[src/rtl/trapfb_pkg.sv]
package trapfb_pkg;
  typedef enum logic [2:0] {
    TK_SWTRAP = 3'd0,
    TK_COND   = 3'd1,
    TK_OVF    = 3'd2,
    TK_BOUND  = 3'd3,
    TK_DIVZ   = 3'd4
  } trap_kind_e;

  localparam int unsigned FMT_W     = 4;
  localparam logic [3:0]  FMT_SHORT = 4'd0;
  localparam logic [3:0]  FMT_LONG  = 4'd2;

  function automatic logic kind_known(input logic [2:0] k);
    return k <= 3'd4;
  endfunction
endpackage

[src/rtl/trapfb_vector.sv]
module trapfb_vector
  import trapfb_pkg::*;
#(
  parameter int unsigned VEC_W     = 8,
  parameter int unsigned OPND_W    = 4,
  parameter int unsigned TRAP_BASE = 32,
  parameter int unsigned VEC_DIVZ  = 5,
  parameter int unsigned VEC_BOUND = 6,
  parameter int unsigned VEC_COND  = 7
) (
  input  logic [2:0]        kind,
  input  logic [OPND_W-1:0] opnd,
  output logic [VEC_W-1:0]  vec,
  output logic              long_frame,
  output logic              known
);
  always_comb begin
    known      = kind_known(kind);
    long_frame = (kind != TK_SWTRAP);
    unique case (kind)
      TK_SWTRAP:      vec = VEC_W'(TRAP_BASE) + VEC_W'(opnd);
      TK_COND, TK_OVF: vec = VEC_W'(VEC_COND);
      TK_BOUND:       vec = VEC_W'(VEC_BOUND);
      TK_DIVZ:        vec = VEC_W'(VEC_DIVZ);
      default:        vec = '0;
    endcase
  end

  always_comb begin
    if (kind == TK_SWTRAP)
      assert_swtrap_range_R2: assert (vec >= VEC_W'(TRAP_BASE));
  end
endmodule

[src/rtl/trapfb_pack.sv]
module trapfb_pack
  import trapfb_pkg::*;
#(
  parameter int unsigned WORD_W = 16,
  parameter int unsigned ADDR_W = 32,
  parameter int unsigned VEC_W  = 8,
  localparam int unsigned HALVES = ADDR_W / WORD_W,
  localparam int unsigned MAXLEN = 2 * HALVES + 2,
  localparam int unsigned LEN_W  = $clog2(MAXLEN + 1),
  localparam int unsigned PAD_W  = WORD_W - FMT_W - VEC_W - 2
) (
  input  logic [VEC_W-1:0]              vec,
  input  logic                          long_frame,
  input  logic [ADDR_W-1:0]             fault_pc,
  input  logic [ADDR_W-1:0]             ret_pc,
  input  logic [WORD_W-1:0]             sr,
  output logic [MAXLEN-1:0][WORD_W-1:0] frame,
  output logic [LEN_W-1:0]              len
);
  logic [WORD_W-1:0] fv_word;

  always_comb begin
    fv_word = {(long_frame ? FMT_LONG : FMT_SHORT), {PAD_W{1'b0}}, vec, 2'b00};
    frame   = '0;
    if (long_frame) begin
      for (int h = 0; h < HALVES; h++) begin
        frame[h]              = fault_pc[h*WORD_W +: WORD_W];
        frame[HALVES + 1 + h] = ret_pc[h*WORD_W +: WORD_W];
      end
      frame[HALVES]         = fv_word;
      frame[2*HALVES + 1]   = sr;
      len = LEN_W'(2*HALVES + 2);
    end else begin
      frame[0] = fv_word;
      for (int h = 0; h < HALVES; h++)
        frame[1 + h] = ret_pc[h*WORD_W +: WORD_W];
      frame[HALVES + 1] = sr;
      len = LEN_W'(HALVES + 2);
    end
  end
endmodule

[src/rtl/trapfb_seq.sv]
module trapfb_seq #(
  parameter int unsigned WORD_W = 16,
  parameter int unsigned MAXLEN = 6,
  localparam int unsigned LEN_W = $clog2(MAXLEN + 1)
) (
  input  logic                          clk,
  input  logic                          rst,
  input  logic                          start,
  input  logic [MAXLEN-1:0][WORD_W-1:0] frame,
  input  logic [LEN_W-1:0]              len,
  input  logic                          trace_in,
  output logic                          idle,
  output logic                          wr_valid,
  input  logic                          wr_ready,
  output logic [WORD_W-1:0]             wr_data,
  output logic                          done,
  output logic                          trace_req
);
  typedef enum logic [1:0] {S_IDLE, S_SEND, S_TRACE} seq_state_e;

  seq_state_e                    state;
  logic [MAXLEN-1:0][WORD_W-1:0] frame_q;
  logic [LEN_W-1:0]              len_q;
  logic [LEN_W-1:0]              idx;
  logic                          trace_q;

  always_ff @(posedge clk) begin
    if (rst) begin
      state     <= S_IDLE;
      frame_q   <= '0;
      len_q     <= '0;
      idx       <= '0;
      trace_q   <= 1'b0;
      done      <= 1'b0;
      trace_req <= 1'b0;
    end else begin
      done      <= 1'b0;
      trace_req <= 1'b0;
      unique case (state)
        S_IDLE: if (start) begin
          frame_q <= frame;
          len_q   <= len;
          trace_q <= trace_in;
          idx     <= '0;
          state   <= S_SEND;
        end
        S_SEND: if (wr_ready) begin
          if (idx == len_q - 1'b1) begin
            done  <= 1'b1;
            state <= trace_q ? S_TRACE : S_IDLE;
          end else begin
            idx <= idx + 1'b1;
          end
        end
        S_TRACE: begin
          trace_req <= 1'b1;
          state     <= S_IDLE;
        end
        default: state <= S_IDLE;
      endcase
    end
  end

  assign idle     = (state == S_IDLE);
  assign wr_valid = (state == S_SEND);

  always_comb begin
    wr_data = '0;
    for (int i = 0; i < MAXLEN; i++)
      if (idx == LEN_W'(i)) wr_data = frame_q[i];
  end

  assert_hold_R7: assert property (@(posedge clk) disable iff (rst)
    (wr_valid && !wr_ready) |=> (wr_valid && $stable(wr_data)));
  assert_done_after_write_R8: assert property (@(posedge clk) disable iff (rst)
    done |-> $past(wr_valid && wr_ready));
  assert_done_single_R8: assert property (@(posedge clk) disable iff (rst)
    done |=> !done);
  assert_trace_after_done_R9: assert property (@(posedge clk) disable iff (rst)
    trace_req |-> $past(done));
endmodule

[src/rtl/trap_frame_builder.sv]
module trap_frame_builder #(
  parameter int unsigned WORD_W    = 16,
  parameter int unsigned ADDR_W    = 32,
  parameter int unsigned VEC_W     = 8,
  parameter int unsigned OPND_W    = 4,
  parameter int unsigned TRAP_BASE = 32,
  parameter int unsigned VEC_DIVZ  = 5,
  parameter int unsigned VEC_BOUND = 6,
  parameter int unsigned VEC_COND  = 7
) (
  input  logic              clk,
  input  logic              rst,
  input  logic              trap_valid,
  output logic              trap_ready,
  input  logic [2:0]        trap_kind,
  input  logic [OPND_W-1:0] trap_opnd,
  input  logic [ADDR_W-1:0] cur_pc,
  input  logic [ADDR_W-1:0] next_pc,
  input  logic [WORD_W-1:0] sr_in,
  input  logic              trace_en,
  output logic              wr_valid,
  input  logic              wr_ready,
  output logic [WORD_W-1:0] wr_data,
  output logic              frame_done,
  output logic              trace_req,
  output logic [VEC_W-1:0]  vector_o
);
  localparam int unsigned HALVES = ADDR_W / WORD_W;
  localparam int unsigned MAXLEN = 2 * HALVES + 2;
  localparam int unsigned LEN_W  = $clog2(MAXLEN + 1);

  logic [VEC_W-1:0]              vec;
  logic                          long_frame;
  logic                          known;
  logic [MAXLEN-1:0][WORD_W-1:0] frame;
  logic [LEN_W-1:0]              len;
  logic                          accept;

  trapfb_vector #(
    .VEC_W(VEC_W), .OPND_W(OPND_W), .TRAP_BASE(TRAP_BASE),
    .VEC_DIVZ(VEC_DIVZ), .VEC_BOUND(VEC_BOUND), .VEC_COND(VEC_COND)
  ) u_vector (
    .kind(trap_kind), .opnd(trap_opnd), .vec(vec),
    .long_frame(long_frame), .known(known)
  );

  trapfb_pack #(.WORD_W(WORD_W), .ADDR_W(ADDR_W), .VEC_W(VEC_W)) u_pack (
    .vec(vec), .long_frame(long_frame), .fault_pc(cur_pc), .ret_pc(next_pc),
    .sr(sr_in), .frame(frame), .len(len)
  );

  assign accept = trap_valid && trap_ready && known;

  trapfb_seq #(.WORD_W(WORD_W), .MAXLEN(MAXLEN)) u_seq (
    .clk(clk), .rst(rst), .start(accept), .frame(frame), .len(len),
    .trace_in(trace_en), .idle(trap_ready), .wr_valid(wr_valid),
    .wr_ready(wr_ready), .wr_data(wr_data), .done(frame_done),
    .trace_req(trace_req)
  );

  always_ff @(posedge clk) begin
    if (rst)         vector_o <= '0;
    else if (accept) vector_o <= vec;
  end

  assert_busy_not_ready_R10: assert property (@(posedge clk) disable iff (rst)
    wr_valid |-> !trap_ready);
  assert_vector_hold_R11: assert property (@(posedge clk) disable iff (rst)
    !trap_ready |=> $stable(vector_o));
endmodule

[config.mk]
export PLATFORM = sky130hd
export DESIGN_NAME = trap_frame_builder
export DESIGN_NICKNAME = d
export VERILOG_FILES = /design/src/rtl/trapfb_pkg.sv /design/src/rtl/trapfb_vector.sv /design/src/rtl/trapfb_pack.sv /design/src/rtl/trapfb_seq.sv /design/src/rtl/trap_frame_builder.sv
export SDC_FILE = /design/constraint.sdc
export NUM_CORES = 1
export LEC_CHECK = 0
export BUFFER_PORTS_ARGS = -buffer_cell sky130_fd_sc_hd__buf_2
export CORE_UTILIZATION = 53
export CTS_CLUSTER_SIZE = 10
export DETAILED_ROUTE_END_ITERATION = 10
export PLACE_DENSITY = 0.79
export SLEW_MARGIN = 10
export SYNTH_ARGS = -nofsm -noshare
export SYNTH_HDL_FRONTEND = slang
export SYNTH_SLANG_ARGS = --single-unit
[constraint.sdc]
create_clock -name clk -period 2.6 [get_ports clk]
set_input_delay 0.52 -clock clk [delete_from_list [all_inputs] [get_ports clk]]
set_output_delay 0.52 -clock clk [all_outputs]
set_load 0.1 [all_outputs]
Yosys cells after proc, flatten, opt, wreduce, memory -nomap -nowiden. Cells that the tools add are included.

Word-level logic and storage cells: 69. Input bits: 92. Register bits: 115.

Magnitude comparators: 1. Bitwise operators: 2. $add $sub $neg: 3. Reduce and logical (&&, ||, !) cells: 12. Mux-type cells: 22. Eq/ne operators: 16.

Operator list (number): 16-bit two-way mux (6); 64-bit two-way mux (1); 32-bit two-way mux (1); 8-bit one-hot mux with 4 select lines (1); 3-bit by 2-bit equality test with 1-bit output, second input constant (4); 2-bit two-way mux (6); 3-bit equality test, second input constant (3); 3-bit two-way mux (3); 6-bit by 4-bit adder with 7-bit output, first input constant (1); 3-bit by 1-bit equality test with 1-bit output, second input constant (2); 3-bit logical NOT (2); 2-bit by 1-bit inequality test with 1-bit output, second input constant (3); 3-bit one-hot mux with 2 select lines (1); 2-bit one-hot mux with 2 select lines (1); 4-bit AND reduction (1); 3-bit by 1-bit adder with 3-bit output, second input constant (1); 3-bit equality test (1); 3-bit less-or-equal comparator, second input constant (1); 3-bit AND reduction (1); 3-bit nonzero test (1); 3-bit OR reduction (1); 3-bit by 1-bit subtractor with 3-bit output, second input constant (1); 2-bit by 1-bit equality test with 1-bit output, second input constant (1); 2-bit equality test, second input constant (1); other kinds (8) (11).

Longest topological paths before layout.
Depth in word-level cells: 7. Mapped depth: 9. Mapped depth without buffers: 6.

Hierarchy. A second synthesis with hierarchy kept.

Cells, all modules: 770. Area total of the unflattened synthesis: 6274.8 um^2.

Modules (own cells, without submodules): trapfb_seq (area an instance 4598.2 um^2, cells each 608, instances 1, seq. area each 2142.1 um^2); trapfb_pack (area an instance 1218.7 um^2, cells each 112, instances 1, seq. area each 0.0 um^2); trap_frame_builder (area an instance 367.9 um^2, cells each 35, instances 1, seq. area each 160.2 um^2); trapfb_vector (area an instance 90.1 um^2, cells each 15, instances 1, seq. area each 0.0 um^2).

Worst setup path after synthesis. Ideal clock, no wire load.

Path kind: register -> output. Start: register u_seq.idx[0]. End: output port wr_data[0]. Stages on the path, launching flop included: 8. Data required time: 2.080 ns. Path slack: -1.648 ns. Path buffers: 2. Data arrival time: 3.728 ns. Cells stage by stage: dfxtp_1 > ha_1 > ha_1 > buf_2 > or2_2 > clkbuf_1 > o311a_1 > o21ai_0.

Word-level cells in the longest chain between the ends: 7. Elaborated cells on any way between the ends: 12. Those cells by class: eq/ne (5); mux (6); reduce/logical (1).

Ends and longest elaborated chain: start, declared (line trapfb_seq.sv:24) `logic [LEN_W-1:0] idx;`; start signal, assigned (line trapfb_seq.sv:52) `idx <= idx + 1'b1;`; 3-bit logical NOT (line trapfb_seq.sv:70) `if (idx == LEN_W'(i)) wr_data = frame_q[i];`; 16-bit two-way mux (5 in a row) (line trapfb_seq.sv:70); 16-bit two-way mux (*) (line trapfb_seq.sv:70); end, declared (line trap_frame_builder.sv:23) `output logic [WORD_W-1:0] wr_data,`.

Mark *: on every way between the ends. The rest lies on a longest branch, timed or not.

Final worst setup path.
Start: register u_seq.idx[0]. End: output port wr_data[1].

Same word-level chain as after synthesis.

==> flow_metrics.tcl <==
set metrics [dict create \
    synth_top_area_share_pct 46.0 \
    coreArea_um2 8760 \
    final_antenna_net_count 0 \
    portBuffers 116 \
    seqCellArea_um2 2230 \
    root_buffer "clkbuf_8" \
    finalSetupViolCount 16 \
    die_h_um 97.5 \
    power.density_nw_per_um2 606 \
    yosysUniqueCellTypes 42 \
    clock-sinks 111 \
    ys.flop_type "dfxtp_1" \
    drv_cap 0 \
    vias 4912 \
    crit_fanout 8 \
    yosys_warnings 0 \
    slew_headroom_pct 57.9 \
    cpPeakStageDelay_ns 0.40 \
    finalInstanceArea_um2 6410 \
    viasPerCell 6.48 \
    cts_tree "yes" \
    fin_skew_ns 0.00864 \
    avgSynthCellArea_um2 8.79 \
    drive_gt1_share_pct 31.8 \
    antenna_found_initial 0 \
    numCtsBuffers 9 \
    fin_nets 742 \
    setup.worst_path.end_class "primary output" \
    post-route-min-period_ns 2.70 \
    drt-pass1-iter-count 9 \
    multi_input_area_um2 2710 \
    fp.dieW_um 97.5 \
    cp_cell_sequence "inv_4 > ha_4 > nor2b_4 > buf_6 > a221oi_1 > o311a_1 > o21ai_4 > buf_12" \
    grt_usage_pct 31.6 \
    tns_ns -1.19 \
    status "finished with violations" \
    holdWs_ns 0.385 \
    drt-initial-drc-count 513 \
    ios 120 \
    tightest_slew_ns 0.631 \
    rsz0062_at_grt "yes" \
    ys_seq_elements 111 \
    finalMaxSlewViolations 0 \
    synth_edf_count 0 \
    fillers 631 \
    grt_pass1_wl_um 23900 \
    fin_ws_ns -0.101 \
    drc 0 \
    vdd_drop_max_mv 0.299 \
    max_clock_freq_mhz 370 \
    antenna_cells 0 \
    synthArstFlopShare_pct 0 \
    drt-total-wl_um 15300 \
    grt_start_max_net_pins 64 \
    row_count 34 \
    dpl.hpwl_um 10100 \
    wl_per_cell_um 20.2 \
    synth_commonest_cells "dfxtp_1, nor2_1, a22oi_1" \
    min_path_type "input port to flop" \
    place_area_um2 5930 \
    violations "setup timing" \
    place.gp.congestion 0.866 \
    htreeDepth 3 \
    critical_path_required_ns 2.08 \
    first_global_vias 4593 \
    final_core_util_pct 73.1 \
    path_class "flop to primary output" \
    worstPathArrival_ns 2.18 \
    startpoint_type "flop" \
    p_leak_nw 2.58 \
    die_area_um2 9510 \
    period_share_pct 104 \
    hold_viol 0 \
    synthToLayoutAreaGrowth_pct 32.5 \
    clock_path_buffers 2 \
    yosys.area.top_type "dfxtp_1" \
    synth_area_leaders "dfxtp_1, a22oi_1, nor2_1, a222oi_1, o311a_1" \
    fin_total_pwr_mw 3.89 \
    grt_overflow_total 0 \
    rrSetupSlack_ns 0.65 \
    clock_latency_ns 0.37 \
    clk_pin_slew_ns 0.11 \
    yosysMostFrequentCell "dfxtp_1" \
    start_util_pct 55.2 \
    syn_inst 550 \
    critPathSlowestCell "dfxtp_4" \
    synth.cell_area_um2 4840 \
    seq_area_frac_synth_pct 46.0 \
]
critical path, delay by kind of cell (launching register included):
kind | cells | cell delay [ns]
AOI/OAI and AO/OA | 3 | 0.64
adders and majority gates | 1 | 0.13
buffers and inverters | 3 | 0.46
DFF | 1 | 0.40
and+or+nand+nor | 1 | 0.18
logic make-up after synthesis:
family	count (synthesis)	share of synthesized area [%]
XOR/XNOR	2	0.362
buffers and inverters	61	6.18
adder cells (fa/ha/maj)	5	1.29
AND/OR/NAND/NOR	191	17.3
AO/OA/AOI/OAI	177	28.4
flip-flops	111	46.0
other	1	0.0775
multiplexers	2	0.440
through the flow:
step	setup WS (ns)	instances
5_1_grt	-0.155	758
2_1_floorplan	-0.0328	552
3_3_place_gp	0.172	734
4_1_cts	-0.105	756
3_5_place_dp	0.147	734
6_report	-0.101	758
layer usage:
layer  global-route usage [%]  up-vias  wire, µm
li1                         -     2228         -
met1                     43.3     2337      6300
met2                     49.2      317      7120
met3                     6.47       30      1610
met4                     11.1        0       308
met5                        0        -         0
registers in the layout (all words and copies together), names as in the netlist:
| register | count |
|---|---|
| u_seq.frame_q | 96 |
| vector_o | 5 |
| u_seq.trace_req | 1 |
| u_seq.idx | 3 |
| u_seq.len_q | 2 |
| u_seq.done | 1 |
| u_seq.state | 2 |
| u_seq.trace_q | 1 |
power breakdown:
group	internal, mW	leakage, nW	total (mW)	switching, mW
combinational	0.320	1.56	0.848	0.528
clock	0.577	0.117	1.18	0.605
sequential	1.79	0.909	1.86	0.0666
final timing paths:
| kind | startpoint | end | depth (start not counted) |
|---|---|---|---|
| hold reg to reg | vector_o[1] | vector_o[1] | 2 |
| hold / removal | cur_pc[10] | u_seq.frame_q[10] | 3 |
| setup / recovery | u_seq.idx[0] | wr_data[1] | 8 |
| setup reg to reg | u_seq.state[0] | u_seq.frame_q[81] | 5 |
final cells by class:
cell class	count	area share, %
multi-input combinational	381	42.3
sequential	111	34.8
timing repair buffer	139	17.0
clock buffer	10	2.15
tap	108	2.11
clock inverter	6	1.42
inverter	3	0.254
layout by cell type, fill, tap and decap left out, drive strengths merged, types with 3 or more instances in the layout:
cell and n:
nand2 42, o311a 16, clkbuf 11, inv 5, nor2 106, buf 138
conb 3, o21ai 36, nand3 4, nor2b 19, nor3 4, dfxtp 111
a22oi 57, a221oi 16, o22ai 3, a222oi 36, a21oi 7, or2 5
o211ai 3, ha 5
what timing repair did:
item	4_1_cts	5_1_grt
gates resized for setup	25	8
buffers inserted	4	1
endpoints found under the setup margin	16	16
pin swaps	21	8
hold buffers	0	0
gates cloned	2	1
Note: power is estimated with default switching activity, not from simulation.
